## config.mk

```make
export PLATFORM = sky130hd
export DESIGN_NAME = ptp_systime_unit
export DESIGN_NICKNAME = d
export VERILOG_FILES = /design/src/rtl/ptp_time_pkg.sv /design/src/rtl/ptp_cmd_ctrl.sv /design/src/rtl/ptp_tick_gen.sv /design/src/rtl/ptp_time_core.sv /design/src/rtl/ptp_target_cmp.sv /design/src/rtl/ptp_systime_unit.sv
export SDC_FILE = /design/constraint.sdc
export NUM_CORES = 1
export LEC_CHECK = 0
export ABC_AREA = 1
export CAP_MARGIN = 20
export CORE_UTILIZATION = 60
export CTS_BUF_LIST = sky130_fd_sc_hd__clkbuf_4
export CTS_CLUSTER_DIAMETER = 50
export DETAILED_ROUTE_END_ITERATION = 7
export DONT_BUFFER_PORTS = 1
export PLACE_DENSITY_LB_ADDON = 0.1
export SYNTH_ARGS = -nofsm -noshare
export SYNTH_HDL_FRONTEND = slang
export SYNTH_HIERARCHICAL = 1
export SYNTH_SLANG_ARGS = --single-unit
```

## constraint.sdc

```tcl
create_clock -name clk -period 7.9 [get_ports clk]
set_input_delay 0 -clock clk [delete_from_list [all_inputs] [get_ports clk]]
set_output_delay 0 -clock clk [all_outputs]
set_load 0.005 [all_outputs]
```

## src/rtl/ptp_time_pkg.sv

```systemverilog
`timescale 1ns/1ps
// Package: shared types for the PTP system time unit.
// Assumes: one command at most may be in flight at any time.
package ptp_time_pkg;

    // Command handshake state; each busy state lasts exactly one cycle.
    typedef enum logic [1:0] {
        CMD_IDLE = 2'd0,
        CMD_INIT = 2'd1,
        CMD_UPD  = 2'd2
    } cmd_state_e;

endpackage

```

## src/rtl/ptp_cmd_ctrl.sv

```systemverilog
`timescale 1ns/1ps
// Module: ptp_cmd_ctrl
// Accepts initialize and add/subtract requests, captures the update words
// and holds the command pending for one cycle, during which further
// requests are dropped. Initialize wins over a simultaneous update.
// Assumes: requests are single-cycle pulses from a register write.
module ptp_cmd_ctrl
    import ptp_time_pkg::*;
#(
    parameter int SEC_W = 32,
    parameter int SUB_W = 31
) (
    input  logic             clk,
    input  logic             rst_n,
    input  logic             init_req,
    input  logic             upd_req,
    input  logic [SEC_W-1:0] upd_sec,
    input  logic [SUB_W:0]   upd_sub,
    output logic             apply_init,
    output logic             apply_upd,
    output logic [SEC_W-1:0] cap_sec,
    output logic [SUB_W:0]   cap_sub
);

    cmd_state_e state_q;

    // Next-state logic: accept only from idle, then return to idle.
    always_ff @(posedge clk) begin
        if (!rst_n) begin
            state_q <= CMD_IDLE;
        end else if (state_q == CMD_IDLE) begin
            if (init_req)
                state_q <= CMD_INIT;
            else if (upd_req)
                state_q <= CMD_UPD;
        end else begin
            state_q <= CMD_IDLE;
        end
    end

    // Capture the update words at acceptance so later writes cannot disturb them.
    always_ff @(posedge clk) begin
        if (!rst_n) begin
            cap_sec <= '0;
            cap_sub <= '0;
        end else if (state_q == CMD_IDLE && (init_req || upd_req)) begin
            cap_sec <= upd_sec;
            cap_sub <= upd_sub;
        end
    end

    // Pending flags double as the apply strobes for the time core.
    always_comb begin
        apply_init = (state_q == CMD_INIT);
        apply_upd  = (state_q == CMD_UPD);
    end

endmodule

```

## src/rtl/ptp_tick_gen.sv

```systemverilog
`timescale 1ns/1ps
// Module: ptp_tick_gen
// Decides on which cycles the subsecond increment is applied. Coarse mode
// steps on every enabled cycle. Fine mode sums an addend into an
// accumulator and steps on its carry-out.
// Assumes: the accumulator keeps its value while disabled or in coarse mode.
module ptp_tick_gen #(
    parameter int ACC_W = 32
) (
    input  logic             clk,
    input  logic             rst_n,
    input  logic             en,
    input  logic             fine,
    input  logic [ACC_W-1:0] addend,
    output logic             step
);

    logic [ACC_W-1:0] acc_q;
    logic [ACC_W:0]   acc_sum;

    // Accumulator sum with carry bit.
    always_comb begin
        acc_sum = {1'b0, acc_q} + {1'b0, addend};
        step    = en && (fine ? acc_sum[ACC_W] : 1'b1);
    end

    // Accumulator register, advancing only in enabled fine mode.
    always_ff @(posedge clk) begin
        if (!rst_n)
            acc_q <= '0;
        else if (en && fine)
            acc_q <= acc_sum[ACC_W-1:0];
    end

endmodule

```

## src/rtl/ptp_time_core.sv

```systemverilog
`timescale 1ns/1ps
// Module: ptp_time_core
// Holds the seconds/subseconds time. Priority: initialize overwrite,
// then add/subtract update, then the regular tick. Subseconds wrap at
// 2^SUB_W with carry or borrow into the seconds. Also keeps the valid flag.
// Assumes: INC_W <= SUB_W; a tick coinciding with a command apply is dropped.
module ptp_time_core #(
    parameter int SEC_W = 32,
    parameter int SUB_W = 31,
    parameter int INC_W = 8
) (
    input  logic             clk,
    input  logic             rst_n,
    input  logic             en,
    input  logic             apply_init,
    input  logic             apply_upd,
    input  logic [SEC_W-1:0] cap_sec,
    input  logic [SUB_W:0]   cap_sub,
    input  logic             step,
    input  logic [INC_W-1:0] incr,
    output logic [SEC_W-1:0] sec,
    output logic [SUB_W-1:0] sub,
    output logic             valid
);

    localparam int PAD_W = SUB_W + 1 - INC_W;

    logic [SEC_W-1:0] sec_q, sec_d;
    logic [SUB_W-1:0] sub_q, sub_d;
    logic             valid_q;
    logic [SUB_W-1:0] mag;
    logic             negate;
    logic [SUB_W:0]   add_sum;
    logic [SUB_W:0]   dif;
    logic [SUB_W:0]   tick_sum;

    // Arithmetic for the update and tick paths.
    always_comb begin
        mag      = cap_sub[SUB_W-1:0];
        negate   = cap_sub[SUB_W];
        add_sum  = {1'b0, sub_q} + {1'b0, mag};
        dif      = {1'b0, sub_q} - {1'b0, mag};
        tick_sum = {1'b0, sub_q} + {{PAD_W{1'b0}}, incr};
    end

    // Next-time selection by priority.
    always_comb begin
        sec_d = sec_q;
        sub_d = sub_q;
        if (apply_init) begin
            sec_d = cap_sec;
            sub_d = mag;
        end else if (apply_upd) begin
            if (negate) begin
                sub_d = dif[SUB_W-1:0];
                sec_d = sec_q - cap_sec - {{(SEC_W-1){1'b0}}, dif[SUB_W]};
            end else begin
                sub_d = add_sum[SUB_W-1:0];
                sec_d = sec_q + cap_sec + {{(SEC_W-1){1'b0}}, add_sum[SUB_W]};
            end
        end else if (step) begin
            sub_d = tick_sum[SUB_W-1:0];
            sec_d = sec_q + {{(SEC_W-1){1'b0}}, tick_sum[SUB_W]};
        end
    end

    // Time registers.
    always_ff @(posedge clk) begin
        if (!rst_n) begin
            sec_q <= '0;
            sub_q <= '0;
        end else begin
            sec_q <= sec_d;
            sub_q <= sub_d;
        end
    end

    // Valid flag: set by an initialize while enabled, dropped when disabled.
    always_ff @(posedge clk) begin
        if (!rst_n)
            valid_q <= 1'b0;
        else if (!en)
            valid_q <= 1'b0;
        else if (apply_init)
            valid_q <= 1'b1;
    end

    assign sec   = sec_q;
    assign sub   = sub_q;
    assign valid = valid_q;

endmodule

```

## src/rtl/ptp_target_cmp.sv

```systemverilog
`timescale 1ns/1ps
// Module: ptp_target_cmp
// One-shot comparison of the time against a target. While armed, a time
// strictly greater than the target sets a sticky interrupt flag and
// disarms. The flag clears on a clear pulse, and setting wins over clearing.
// Assumes: target words are held stable by software while armed.
module ptp_target_cmp #(
    parameter int SEC_W = 32,
    parameter int SUB_W = 31
) (
    input  logic             clk,
    input  logic             rst_n,
    input  logic [SEC_W-1:0] sec,
    input  logic [SUB_W-1:0] sub,
    input  logic [SEC_W-1:0] tgt_sec,
    input  logic [SUB_W-1:0] tgt_sub,
    input  logic             arm,
    input  logic             clr,
    output logic             armed,
    output logic             irq
);

    logic armed_q, irq_q, passed, fire;

    // Strict greater-than, seconds first.
    always_comb begin
        passed = (sec > tgt_sec) || ((sec == tgt_sec) && (sub > tgt_sub));
        fire   = armed_q && passed;
    end

    // Arm register: a fire disarms it, an arm pulse sets it.
    always_ff @(posedge clk) begin
        if (!rst_n)
            armed_q <= 1'b0;
        else if (fire)
            armed_q <= 1'b0;
        else if (arm)
            armed_q <= 1'b1;
    end

    // Sticky interrupt flag.
    always_ff @(posedge clk) begin
        if (!rst_n)
            irq_q <= 1'b0;
        else if (fire)
            irq_q <= 1'b1;
        else if (clr)
            irq_q <= 1'b0;
    end

    assign armed = armed_q;
    assign irq   = irq_q;

endmodule

```

## src/rtl/ptp_systime_unit.sv

```systemverilog
`timescale 1ns/1ps
// Module: ptp_systime_unit (top)
// Seconds/subseconds system time with a command handshake for initialize
// and add/subtract, a coarse or fine tick source and a one-shot target
// interrupt.
// Assumes: software polls the busy flags before issuing a new command.
module ptp_systime_unit #(
    parameter int SEC_W = 32,
    parameter int SUB_W = 31,
    parameter int INC_W = 8,
    parameter int ACC_W = 32
) (
    input  logic             clk,
    input  logic             rst_n,
    input  logic             en_i,
    input  logic             fine_i,
    input  logic             init_req_i,
    input  logic             upd_req_i,
    input  logic [SEC_W-1:0] upd_sec_i,
    input  logic [SUB_W:0]   upd_sub_i,
    input  logic [INC_W-1:0] incr_i,
    input  logic [ACC_W-1:0] addend_i,
    input  logic [SEC_W-1:0] tgt_sec_i,
    input  logic [SUB_W-1:0] tgt_sub_i,
    input  logic             trig_arm_i,
    input  logic             irq_clr_i,
    output logic [SEC_W-1:0] sec_o,
    output logic [SUB_W-1:0] sub_o,
    output logic             init_busy_o,
    output logic             upd_busy_o,
    output logic             valid_o,
    output logic             irq_o,
    output logic             armed_o
);

    logic             apply_init, apply_upd, step;
    logic [SEC_W-1:0] cap_sec;
    logic [SUB_W:0]   cap_sub;

    ptp_cmd_ctrl #(.SEC_W(SEC_W), .SUB_W(SUB_W)) u_cmd (
        .clk        (clk),
        .rst_n      (rst_n),
        .init_req   (init_req_i),
        .upd_req    (upd_req_i),
        .upd_sec    (upd_sec_i),
        .upd_sub    (upd_sub_i),
        .apply_init (apply_init),
        .apply_upd  (apply_upd),
        .cap_sec    (cap_sec),
        .cap_sub    (cap_sub)
    );

    ptp_tick_gen #(.ACC_W(ACC_W)) u_tick (
        .clk    (clk),
        .rst_n  (rst_n),
        .en     (en_i),
        .fine   (fine_i),
        .addend (addend_i),
        .step   (step)
    );

    ptp_time_core #(.SEC_W(SEC_W), .SUB_W(SUB_W), .INC_W(INC_W)) u_core (
        .clk        (clk),
        .rst_n      (rst_n),
        .en         (en_i),
        .apply_init (apply_init),
        .apply_upd  (apply_upd),
        .cap_sec    (cap_sec),
        .cap_sub    (cap_sub),
        .step       (step),
        .incr       (incr_i),
        .sec        (sec_o),
        .sub        (sub_o),
        .valid      (valid_o)
    );

    ptp_target_cmp #(.SEC_W(SEC_W), .SUB_W(SUB_W)) u_cmp (
        .clk     (clk),
        .rst_n   (rst_n),
        .sec     (sec_o),
        .sub     (sub_o),
        .tgt_sec (tgt_sec_i),
        .tgt_sub (tgt_sub_i),
        .arm     (trig_arm_i),
        .clr     (irq_clr_i),
        .armed   (armed_o),
        .irq     (irq_o)
    );

    // The busy flags are the pending-command strobes.
    assign init_busy_o = apply_init;
    assign upd_busy_o  = apply_upd;

endmodule

```

# Yosys cells after proc, flatten, opt, wreduce, memory -nomap -nowiden

Index checks and enable logic that the tools add are counted.

Add/sub/neg operators: 9
Order comparisons: 2
Eq/ne operators: 3
Mux-type cells: 13
Bitwise operators: 2
Reduce and logical (&&, ||, !) cells: 15

Operator list:

| kind                                                             | number |
|---|---|
| 32-bit two-way mux                                               | 4 |
| 31-bit two-way mux                                               | 4 |
| 32-bit by 1-bit adder with 32-bit output                         | 2 |
| 32-bit by 32-bit adder with 33-bit output                        | 1 |
| 31-bit by 31-bit adder with 32-bit output                        | 1 |
| 31-bit by 8-bit adder with 32-bit output                         | 1 |
| 32-bit adder                                                     | 1 |
| 32-bit == test                                                   | 1 |
| 32-bit greater-than comparator                                   | 1 |
| 31-bit by 31-bit subtractor with 32-bit output                   | 1 |
| 32-bit by 1-bit subtractor with 32-bit output                    | 1 |
| 32-bit subtractor                                                | 1 |
| 31-bit greater-than comparator                                   | 1 |
| 1-bit logical AND                                                | 5 |
| 1-bit two-way mux                                                | 5 |
| 2-bit AND reduction                                              | 2 |
| 2-bit nonzero test                                               | 2 |
| 3-bit nonzero test                                               | 1 |
| 3-bit OR reduction                                               | 1 |
| 2-bit by 1-bit == test with 1-bit output (second input constant) | 1 |
| 2-bit == test (second input constant)                            | 1 |
| 2-bit logical NOT                                                | 1 |
| 1-bit logical OR                                                 | 2 |
| 1-bit inverter                                                   | 2 |
| 2-bit OR reduction                                               | 1 |

Register bits: 164
Bits of input ports: 175
Output and inout bits: 68
Logic and storage cells: 54

# Logic depth before layout (Yosys ltp)

Depth after elaboration: 6
Gate-level depth with buffers: 32
Gate-level depth less buffers: 31

# Cells and area by module

The synthesis kept the hierarchy.

By module, submodules not included:

| module         | times used | cells each | area each (um^2) | seq. area each (um^2) |
|---|---|---|---|---|
| ptp_time_core  | 1          | 2664       | 14176.1          | 1281.2 |
| ptp_tick_gen   | 1          | 670        | 3626.0           | 640.6 |
| ptp_cmd_ctrl   | 1          | 434        | 2927.8           | 1321.3 |
| ptp_target_cmp | 1          | 312        | 1875.5           | 40.0 |

# Least setup slack after synthesis

Ideal clock, no wire load.

Path kind: reg2reg
Start point: reg u_core.sub_q[9], in the netlist u_core/sub[9]
End point: reg u_core.sec_q[30], in the netlist u_core/sec[30]
Setup time: 0.112 ns
Arrival: 3.917 ns
Data required time: 7.788 ns
Path slack: 3.871 ns
Stages on the path, launching flop included: 30
Path buffers: 1
Clock period less this slack: 4.029 ns
Cells stage by stage: dfxtp_1 > ha_1 > clkbuf_1 > nand2_1 > nor2_1 > and3_1 > nand2_1 > nand2_1 > nand2_1 > nand2_1 > a21oi_1 > o21bai_1 > fa_1 > inv_1 > ha_1 > nor2_1 > fa_1 > nand2_1 > a21oi_1 > o21ai_0 > a21o_1 > nand2_1 > nand2_1 > nand2_1 > nand2_1 > nand2_1 > nand3_1 > nand2_1 > nor2_1 > nor2_1

Cells in the longest elaborated chain, start to end: 5
Elaborated cells between the ends (all ways): 10
Classes of those cells: add/sub: 6; mux: 4

RTL lines:

| element                                                                | RTL line                                 | RTL |
|---|---|---|
| from (decl)                                                            | ptp_time_core.sv:29                      | `logic [SUB_W-1:0] sub_q, sub_d;` |
| from (signal assigned)                                                 | ptp_time_core.sv:74                      | `sub_q <= sub_d;` |
| 31-bit by 8-bit adder with 32-bit output, or another cell as far along | ptp_time_core.sv:43                      | `tick_sum = {1'b0, sub_q} + {{PAD_W{1'b0}}, incr};` |
| 32-bit by 1-bit adder with 32-bit output, or another cell as far along | ptp_time_core.sv:63                      | `sec_d = sec_q + {{(SEC_W-1){1'b0}}, tick_sum[SUB_W]};` |
| 32-bit two-way mux, on equally long branches                           | ptp_time_core.sv:61, ptp_time_core.sv:54 |  |
| 32-bit two-way mux (*)                                                 | ptp_time_core.sv:53                      | `end else if (apply_upd) begin` |
| 32-bit two-way mux (*)                                                 | ptp_time_core.sv:50                      | `if (apply_init) begin` |
| to (signal assigned)                                                   | ptp_time_core.sv:70                      | `sec_q <= '0;` |
| to (signal assigned)                                                   | ptp_time_core.sv:73                      | `sec_q <= sec_d;` |
| to (decl)                                                              | ptp_time_core.sv:28                      | `logic [SEC_W-1:0] sec_q, sec_d;` |

Every way passes the cells marked *; elsewhere a longest branch is shown, timed or not. The select of a mux whose other input is x is not followed.
A chain may end at the register's enable or synchronous reset.

# Worst setup path after layout

Ends and elaborated chain as after synthesis.

==> impl_metrics.yaml <==
synth:
  syn_avg_cell_area_sq_um: 5.54
  synth_seq_area_share_pct: 14.5
  ys.flop_type: "dfxtp_1"
  synth_edf_count: 0
  synth_cell_types: 49
  synth_nets: 4520
  synth_area_leaders: "nand2_1 19%, dfxtp_1 15%, ha_1 14%, inv_1 12%, a21oi_1 7.9%"
  synth_warnings: 6
  ys_ff_latch: 164
  synth_mux_area_share_pct: 0
  synth_compound_area_share_pct: 15.8
  synth_adder_area_share_pct: 14.9
  syn_area_sq_um: 22600
  synth_top_family_by_area: "simple AND/OR/NAND/NOR gates"
  synth-xor-area-share_pct: 1.55
  synth_top_area_cell: "nand2_1"
  async_reset_ff_share_pct: 0
  synth_common_cells: "1,153 x nand2_1, 736 x inv_1, 438 x nor2_1, 359 x a21oi_1, 333 x nand3_1"
  yosysMostFrequentCell: "nand2_1"
  synth_cells: 4080
  synthSimpleGateAreaFrac_pct: 38.7
  synth.top_cell.area_share_pct: 19.1
routing:
  met1_length_microns: 37200
  via_per_inst: 5.83
  dr_wl_met3_microns: 12100
  vias: 27150
  drt_first_pass_iters: 8
  wl_microns: 90800
  wl_met2_microns: 37100
  drc: 2
  wl_per_cell_microns: 19.5
  antenna_left: 0
  top_layer: "met5"
  drt_iter0_drc: 3503
floorplanning:
  die_y_microns: 196
  io-pin-count: 243
  core_area_sq_um: 36900
  start_util_pct: 61.3
  fp.dieW_microns: 196
  fp-row-count: 70
  dieArea_sq_um: 38500
setup_path:
  critPathBufInv: 1
  cp_data_required_time_ns: 8.47
  ff2ff_setup_slack_ns: 2.80
  crit_arrival_ns: 5.67
  setup.worst_path.class: "reg -> reg"
  cp_max_fo: 10
  endpoint_kind: "flip-flop"
  crit_top_cell: "nand2_1"
  critPathTopFamily: "simple AND/OR/NAND/NOR gates"
  critPathMaxStageDelay_ns: 0.50
  start_kind: "flip-flop"
  cp_slowest_cell: "ha_1"
clock_tree:
  cts_max_path_buffers: 2
  postCtsSetupRepairBufs: 0
  tritoncts: "yes"
  path_clk_slew_ns: 0.19
  worstSkewPairLatency_ns: 0.68
  clock_sinks: 164
  cts_resized: 0
  cts_root_buf: "clkbuf_4"
  cts_buffers: 17
  htreeDepth: 4
finish:
  drive_gt1_share_pct: 2.75
  final_area_sq_um: 24500
  nFillCells: 3605
  postLayoutCoreUtil_pct: 66.5
  finalNetCount: 4576
  syn_to_final_growth_pct: 8.51
place:
  dpl.hpwl_microns: 68100
  globalplace.congestion: 1.12
  port_buffers: 0
  post-place-ws_ns: 3.04
  place_area_sq_um: 22900
global_route:
  overflow: 0
  track_usage_pct: 45.9
  grt_pass1_wl_microns: 136000
  antenna_found_initial: 8
  grt_pass1_vias: 24444
  grt_max_degree: 110
timing:
  clock_skew_ns: 0.0438
  clock.fmax_ghz: 0.196
  whs_ns: 0.0704
  hold_viol_final: 0
  fin_tns_setup_ns: 0
  timing.slew.headroom_pct: 34.9
  min_period_ns: 5.10
  max_slew.worst_pin.slew_ns: 0.966
  maxSlewViolCount: 0
  setup_viol: 0
  period_share_pct: 64.6
  rsz0062_at_grt: "no"
  layout_setup_ws_ns: 2.80
outcome:
  outcome: "finished, violations left"
  violations: "design-rule violations"
power_and_ir_drop:
  vdd_drop_max_v: 0.000106
  power.density_nw_per_um2: 161
  leakage_nw: 13.4
flow_run:
  drv_cap: 0
worst_hold_path:
  hold_path_class: "in -> reg"
metal layers:
| layer | up-vias | global-route usage [%] |
|---|---|---|
| li1 | 13040 | - |
| met5 | - | 0 |
| met3 | 280 | 13.0 |
| met2 | 1773 | 68.8 |
| met1 | 12053 | 60.5 |
| met4 | 4 | 21.6 |
path summary, 6_finish.rpt:
check	start	endpoint	cells after the start
max	u_core/sub[9]	u_core/sec[30]	28
min	incr_i[1]	u_core/sub[3]	7
min reg2reg	u_cmp/irq	u_cmp/irq	2
max reg2reg	u_core/sub[9]	u_core/sec[30]	28
flip-flops by register name, indices dropped and copies added, names as in the netlist:
signal / count
u_cmd/cap_sub: 32
u_cmd/state_q: 2
u_cmd/cap_sec: 32
u_cmp/irq: 1
u_core/valid: 1
u_core/sub: 31
u_cmp/armed: 1
u_core/sec: 32
u_tick/acc_q: 32
kinds of logic (layout without fill, tap and decap cells):
family	after synthesis	count (layout)
AO/OA/AOI/OAI	662	662
XOR/XNOR	40	40
adder cells (fa/ha/maj)	265	265
buffers and inverters	856	925
flip-flops	164	164
other	0	7
AND/OR/NAND/NOR	2093	2093
layout make-up:
| type | count | area, sq um | share of cell area (%) |
|---|---|---|---|
| sequential | 164 | 3280 | 13.4 |
| timing repair buffer | 147 | 1450 | 5.93 |
| multi-input combinational | 3060 | 16100 | 65.5 |
| antenna | 7 | 17.5 | 0.0714 |
| clock inverter | 14 | 136 | 0.556 |
| tap | 504 | 631 | 2.57 |
| clock buffer | 18 | 135 | 0.551 |
| inverter | 746 | 2800 | 11.4 |
placed cells by master (no fill, tap or decap), types with 14 or more instances in the layout:
cell,instances
nor3_1,47
clkbuf_4,18
nor2_1,436
nand4_1,27
dfxtp_1,163
nand3b_1,18
nand2_1,1152
o211ai_1,16
dlygate4sd3_1,132
nand3_1,333
buf_4,14
o21ai_0,201
xor2_1,34
ha_1,257
inv_1,736
a21oi_1,359
o21bai_1,29
where the power goes:
group          internal (mW)  total, mW  switching [mW]
Sequential             0.913       1.08           0.170
Clock                  0.188      0.558           0.370
Combinational          0.747       2.30            1.55
Total                   1.85       3.94            2.09
repair_timing:
item,CTS,global route
hold endpoints to repair,162,0
hold buffers,133,0
setup endpoints to repair,0,0
worst reg2reg max path: cells and delay by family, from the launching register on:
kind | cells | cell delay (ns)
and+or+nand+nor | 18 | 1.93
adders and majority gates | 4 | 1.50
AOI/OAI and AO/OA | 5 | 1.03
DFF | 1 | 0.46
buffers and inverters | 1 | 0.07
stage by stage:
stage | instances | power, mW
finish | 4660 | 3.94
global route | 4660 | 4.21
CTS | 4653 | 3.83
detailed placement | 4488 | 3.20
global placement | 4488 | 3.19
floorplan | 4080 | 2.62
(Power assumes the default switching activity.)
